===== config.mk =====
export PLATFORM = sky130hd
export DESIGN_NAME = gated_sig_analyzer
export DESIGN_NICKNAME = d
export VERILOG_FILES = /design/src/rtl/sigan_pkg.sv /design/src/rtl/sigan_sync.sv /design/src/rtl/sigan_edge_detect.sv /design/src/rtl/sigan_gate_ctrl.sv /design/src/rtl/sigan_shift_reg.sv /design/src/rtl/sigan_symbol_map.sv /design/src/rtl/gated_sig_analyzer.sv
export SDC_FILE = /design/constraint.sdc
export NUM_CORES = 1
export LEC_CHECK = 0
export ABC_AREA = 1
export BUFFER_PORTS_ARGS = -buffer_cell sky130_fd_sc_hd__buf_2
export CAP_MARGIN = 40
export CORE_MARGIN = 1.5
export CORE_UTILIZATION = 52
export CTS_CLUSTER_SIZE = 30
export DETAILED_ROUTE_END_ITERATION = 10
export PLACE_DENSITY = 0.85
export SLEW_MARGIN = 15
export SYNTH_ARGS = -nofsm -noshare
export SYNTH_HDL_FRONTEND = slang
export SYNTH_SLANG_ARGS = --single-unit
export TNS_END_PERCENT = 5

===== constraint.sdc =====
create_clock -name clk -period 1.7 [get_ports clk]
set_input_delay 0.34 -clock clk [delete_from_list [all_inputs] [get_ports clk]]
set_output_delay 0.34 -clock clk [all_outputs]
set_load 0.02 [all_outputs]

===== src/rtl/sigan_pkg.sv =====
package sigan_pkg;

    localparam int SIG_W     = 16;
    localparam int NIBBLES   = SIG_W / 4;
    localparam int SYM_W     = 5;
    localparam int CODES_W   = NIBBLES * SYM_W;
    localparam logic [SIG_W-1:0] TAP_MASK = 16'h0291;

    typedef logic [SYM_W-1:0] sym_code_t;

    typedef enum logic {
        WIN_CLOSED = 1'b0,
        WIN_OPEN   = 1'b1
    } win_state_t;

    typedef struct packed {
        logic pclk;
        logic start;
        logic stop;
        logic data;
    } probe_lines_t;

    // Glyph index is the nibble read with its bit order reversed.
    function automatic sym_code_t nibble_to_code(input logic [3:0] nib);
        return {1'b0, nib[0], nib[1], nib[2], nib[3]};
    endfunction

    function automatic logic next_feedback(input logic [SIG_W-1:0] st, input logic din);
        return din ^ (^(st & TAP_MASK));
    endfunction

endpackage


===== src/rtl/sigan_sync.sv =====
module sigan_sync #(
    parameter int WIDTH  = 4,
    parameter int STAGES = 2
) (
    input  logic             clk,
    input  logic [WIDTH-1:0] d,
    output logic [WIDTH-1:0] q
);
    logic [WIDTH-1:0] chain [STAGES];

    always_ff @(posedge clk) chain[0] <= d;

    for (genvar s = 1; s < STAGES; s++) begin : g_stage
        always_ff @(posedge clk) chain[s] <= chain[s-1];
    end

    assign q = chain[STAGES-1];
endmodule


===== src/rtl/sigan_edge_detect.sv =====
module sigan_edge_detect (
    input  logic clk,
    input  logic rst,
    input  logic level_s,
    input  logic rise_sel,
    output logic strobe
);
    logic last_level;

    always_ff @(posedge clk) begin
        last_level <= level_s;
    end

    always_comb begin
        strobe = !rst && (level_s != last_level) && (level_s == rise_sel);
    end

    p_strobe_isolated_r1: assert property (@(posedge clk) disable iff (rst)
        strobe |=> !strobe);
endmodule


===== src/rtl/sigan_gate_ctrl.sv =====
module sigan_gate_ctrl import sigan_pkg::*; (
    input  logic       clk,
    input  logic       rst,
    input  logic       strobe,
    input  logic       start_s,
    input  logic       stop_s,
    input  logic       start_falling,
    input  logic       stop_falling,
    output logic       shift_en,
    output logic       close_evt,
    output win_state_t state
);
    logic prev_start, prev_stop;
    logic start_evt, stop_evt, open_now;

    always_comb begin
        start_evt = (start_s != prev_start) && (start_s == !start_falling);
        stop_evt  = (stop_s  != prev_stop)  && (stop_s  == !stop_falling);
        // Start is examined first; stop only matters once the window is open.
        open_now  = strobe && (state == WIN_CLOSED) && start_evt;
        close_evt = strobe && (state == WIN_OPEN) && stop_evt;
        shift_en  = open_now || (strobe && (state == WIN_OPEN) && !stop_evt);
    end

    always_ff @(posedge clk) begin
        if (rst) begin
            state      <= WIN_CLOSED;
            prev_start <= start_falling;
            prev_stop  <= stop_falling;
        end else if (strobe) begin
            prev_start <= start_s;
            prev_stop  <= stop_s;
            if (open_now)       state <= WIN_OPEN;
            else if (close_evt) state <= WIN_CLOSED;
        end
    end

    p_window_moves_on_strobe_r7: assert property (@(posedge clk) disable iff (rst)
        (state != $past(state)) |-> $past(strobe));
endmodule


===== src/rtl/sigan_shift_reg.sv =====
module sigan_shift_reg import sigan_pkg::*; (
    input  logic             clk,
    input  logic             rst,
    input  logic             shift_en,
    input  logic             clear,
    input  logic             din,
    output logic [SIG_W-1:0] state
);
    always_ff @(posedge clk) begin
        if (rst || clear)  state <= '0;
        else if (shift_en) state <= {next_feedback(state, din), state[SIG_W-1:1]};
    end
endmodule


===== src/rtl/sigan_symbol_map.sv =====
module sigan_symbol_map import sigan_pkg::*; (
    input  logic [SIG_W-1:0]   sig,
    output logic [CODES_W-1:0] codes
);
    for (genvar k = 0; k < NIBBLES; k++) begin : g_nib
        assign codes[k*SYM_W +: SYM_W] = nibble_to_code(sig[k*4 +: 4]);
    end
endmodule


===== src/rtl/gated_sig_analyzer.sv =====
module gated_sig_analyzer import sigan_pkg::*; #(
    parameter int SYNC_STAGES = 2
) (
    input  logic               clk,
    input  logic               rst,
    input  logic               probe_clk,
    input  logic               start_in,
    input  logic               stop_in,
    input  logic               data_in,
    input  logic               start_falling,
    input  logic               stop_falling,
    input  logic               clk_rising,
    output logic               gate_open,
    output logic               sig_valid,
    output logic [SIG_W-1:0]   sig_value,
    output logic [CODES_W-1:0] sym_codes
);
    probe_lines_t     raw, synced;
    logic             strobe, shift_en, close_evt;
    win_state_t       win;
    logic [SIG_W-1:0] sr_state;

    assign raw = '{pclk: probe_clk, start: start_in, stop: stop_in, data: data_in};

    sigan_sync #(.WIDTH($bits(probe_lines_t)), .STAGES(SYNC_STAGES)) u_sync (
        .clk (clk),
        .d   (raw),
        .q   (synced)
    );

    sigan_edge_detect u_edge (
        .clk      (clk),
        .rst      (rst),
        .level_s  (synced.pclk),
        .rise_sel (clk_rising),
        .strobe   (strobe)
    );

    sigan_gate_ctrl u_gate (
        .clk           (clk),
        .rst           (rst),
        .strobe        (strobe),
        .start_s       (synced.start),
        .stop_s        (synced.stop),
        .start_falling (start_falling),
        .stop_falling  (stop_falling),
        .shift_en      (shift_en),
        .close_evt     (close_evt),
        .state         (win)
    );

    sigan_shift_reg u_sr (
        .clk      (clk),
        .rst      (rst),
        .shift_en (shift_en),
        .clear    (close_evt),
        .din      (synced.data),
        .state    (sr_state)
    );

    always_ff @(posedge clk) begin
        if (rst) begin
            sig_value <= '0;
            sig_valid <= 1'b0;
        end else begin
            sig_valid <= close_evt;
            if (close_evt) sig_value <= sr_state;
        end
    end

    sigan_symbol_map u_map (
        .sig   (sig_value),
        .codes (sym_codes)
    );

    assign gate_open = (win == WIN_OPEN);

    p_open_needs_strobe_r2: assert property (@(posedge clk) disable iff (rst)
        $rose(gate_open) |-> $past(strobe));
    p_closed_at_publish_r3: assert property (@(posedge clk) disable iff (rst)
        sig_valid |-> !gate_open);
    p_cleared_at_publish_r5: assert property (@(posedge clk) disable iff (rst)
        sig_valid |-> (sr_state == '0));
    p_sig_hold_r5: assert property (@(posedge clk) disable iff (rst)
        !sig_valid |-> $stable(sig_value));
    p_pulse_single_r5: assert property (@(posedge clk) disable iff (rst)
        sig_valid |=> !sig_valid);
    p_hold_while_closed_r11: assert property (@(posedge clk) disable iff (rst)
        (!$past(gate_open) && !gate_open) |-> $stable(sr_state));
endmodule


==> results.json <==
{
  "routedWlPerCell_um": 9.96,
  "clkPwrFrac": 0.284,
  "antenna_found_initial": 0,
  "tns_ns": 0,
  "rsz0062_at_grt": "false",
  "dr.pass1.iters": 4,
  "crit_top_cell": "nand2_1",
  "layout-drive-gt1-share": 0.223,
  "clkTransAtPathRegs_ns": 0.13,
  "maxCapViolCount": 0,
  "fin_skew_ns": 0.0157,
  "path_cells": "inv_1, nand2_1, nand2_1, nor2_4, nand3_4, nand2_4, inv_2, nand2_1, nor2_1",
  "ant_nets": 0,
  "cts_inserted_buffers": 5,
  "cts_hold_buf": 0,
  "path_class": "flip-flop to flip-flop",
  "intPower_uw": 1380,
  "core_sq_um": 3420,
  "die_h_um": 63.6,
  "clock_latency_ns": 0.36,
  "power_switching_uw": 466,
  "fmax_ghz": 0.689,
  "die_area_sq_um": 4040,
  "global_route.overflow_total": 0,
  "hold_end": "u_sync.chain[0][3]$_DFF_P_",
  "dp.cells": 312,
  "cp-end-kind": "flip-flop",
  "initial_core_util": 0.558,
  "drc_errors": 0,
  "fillers": 321,
  "synthCells": 246,
  "r2r_slack_ns": 0.25,
  "grt_max_degree": 34,
  "r2r-start": "u_sync.chain[0][7]$_DFF_P_",
  "multi_input_area_sq_um": 622,
  "htree_levels": 2,
  "io_buffers": 42,
  "cts_root_buf": "clkbuf_4",
  "yosysSeqAreaShare": 0.483,
  "cts_max_path_buffers": 2,
  "nets": 282,
  "cts_setup_buffers": 0,
  "setup_viol": 0,
  "hold_viol": 0,
  "place_hpwl_um": 2210,
  "synth.distinct_cells": 21,
  "yosysWarnings": 0,
  "hold_path_class": "primary input to flip-flop",
  "crit_required_ns": 1.95,
  "clkSinkCount": 45,
  "fp.dieW_um": 63.6,
  "worstHoldStart": "probe_clk",
  "min_period_over_period": 0.854,
  "syn_to_final_growth_pct": 9.32,
  "initialDrtViolationCount": 33,
  "via_per_inst": 4.68,
  "netlist_area_sq_um": 1910,
  "crit_fanout": 16,
  "wl_um": 3190,
  "num_vias": 1497,
  "fin_cells": 320,
  "comb_power_share": 0.104,
  "reg2reg_to": "u_sr.state[8]$_SDFFE_PP0P_",
  "status": "finished, final reports clean",
  "p_leak_uw": 0.00109,
  "pin_count": 47,
  "crit_path_top_delay_cell": "dfxtp_1",
  "period_needed_ns": 1.45,
  "worst-r2r-cell-count": 9,
  "cp-start-kind": "flip-flop",
  "grt_pass1_wl_um": 5400,
  "slew_viol_final": 0,
  "ys_ff_latch": 45,
  "grt_pass1_vias": 1315,
  "cp.arrival_ns": 1.70,
  "seqPwrFrac": 0.612,
  "powerDensity_nw_per_um2": 886,
  "rows": 21,
  "regArea_sq_um": 921,
  "grt.total_usage": 0.168,
  "whs_path_depth": 1,
  "most-common-layout-cells": "nand2_1 (43), dfxtp_1 (43), inv_1 (42), buf_2 (42), nor2_1 (20)",
  "vdd_ir_drop_max_uv": 480,
  "syn_area_per_cell_sq_um": 7.75,
  "cts_tree": "yes",
  "antenna-diode-count": 0,
  "ctsResizeCount": 0,
  "p_sw_frac": 0.252,
  "gp_congestion": 0.786,
  "cpPeakStageDelay_ns": 0.39
}
==> sequential cells by signal, indices dropped and copies added, names as in the netlist <==
register	flops
u_gate.prev_start	1
sig_value	16
u_gate.state	1
u_sync.chain	8
u_sr.state	16
u_gate.prev_stop	1
sig_valid	1
u_edge.last_level	1
==> power groups by stage <==
stage                     combinational [uW]  clock [uW]  sequential (uW)
final                                    192         524             1130
after global routing                     218         586             1140
after CTS                                192         532             1130
after floorplan                          155           0             1150
after detailed placement                 191           0             1150
after global placement                   184           0             1150
==> cells by family (layout without fill, tap and decap cells) <==
kind of cell	count (synthesis)	count (layout)	synth area share
other cells	1	4	0.00197
xor+xnor	1	1	0.00459
flops	45	45	0.483
compound gates	38	38	0.110
buf+inv	75	100	0.197
simple gates	86	86	0.204
==> cell usage after synthesis (all sizes together) <==
cell type  instances  area share
xor2               1      0.0046
conb               1      0.0020
clkbuf             1      0.0020
edfxtp             2       0.031
nand2             44       0.091
nand3b             1      0.0039
o22ai             15       0.049
inv               46       0.091
nand3             20       0.064
a21oi             17       0.045
buf               28        0.10
o21ai              6       0.016
nor2              21       0.045
dfxtp             43        0.45
==> worst max path at each step <==
| stage | cells after the start | slack, ns | from | to |
|---|---|---|---|---|
| after global placement | 9 | 0.20 | rst | u_sr.state[2]$_SDFFE_PP0P_ |
| after global routing | 9 | 0.12 | u_sync.chain[0][7]$_DFF_P_ | u_sr.state[13]$_SDFFE_PP0P_ |
| after detailed placement | 9 | 0.18 | rst | u_sr.state[8]$_SDFFE_PP0P_ |
| final | 9 | 0.25 | u_sync.chain[0][7]$_DFF_P_ | u_sr.state[8]$_SDFFE_PP0P_ |
| after CTS | 9 | 0.25 | u_sync.chain[0][7]$_DFF_P_ | u_sr.state[8]$_SDFFE_PP0P_ |
| after floorplan | 10 | 0.39 | u_sync.chain[0][5]$_DFF_P_ | u_sr.state[0]$_SDFFE_PP0P_ |
==> metal layers <==
metal	wire, um	global-route usage	part of all wire
met1	1520	0.213	0.48
met4	38	0.0761	0.012
met5	0	0	0
met2	1490	0.271	0.47
met3	143	0.0375	0.045
==> per-stage QoR <==
stage	area (sq um)	hold slack [ns]	power [uW]	util	setup WS [ns]
after detailed placement	2030	0.312	1350	0.593	0.178
final	2080	0.0705	1850	0.610	0.248
after floorplan	1920	0.310	1310	-	0.389
after CTS	2080	0.0674	1860	0.610	0.252
after global placement	2030	0.310	1340	0.593	0.199
after global routing	2080	0.0610	1940	0.610	0.119
==> cell type report <==
type / count / area share
repair buffers: 46 / 0.121
inverters: 46 / 0.0828
flip-flops and latches: 45 / 0.442
clock buffers: 8 / 0.0282
multi-input cells: 129 / 0.298
well taps: 46 / 0.0276
==> critical path: cells and delay by family, from the launching register on <==
family	cells	cell delay (ns)
buffers and inverters	2	0.19
and+or+nand+nor	7	0.75
DFF	1	0.39
No activity file was read; power rests on OpenSTA's default activity.
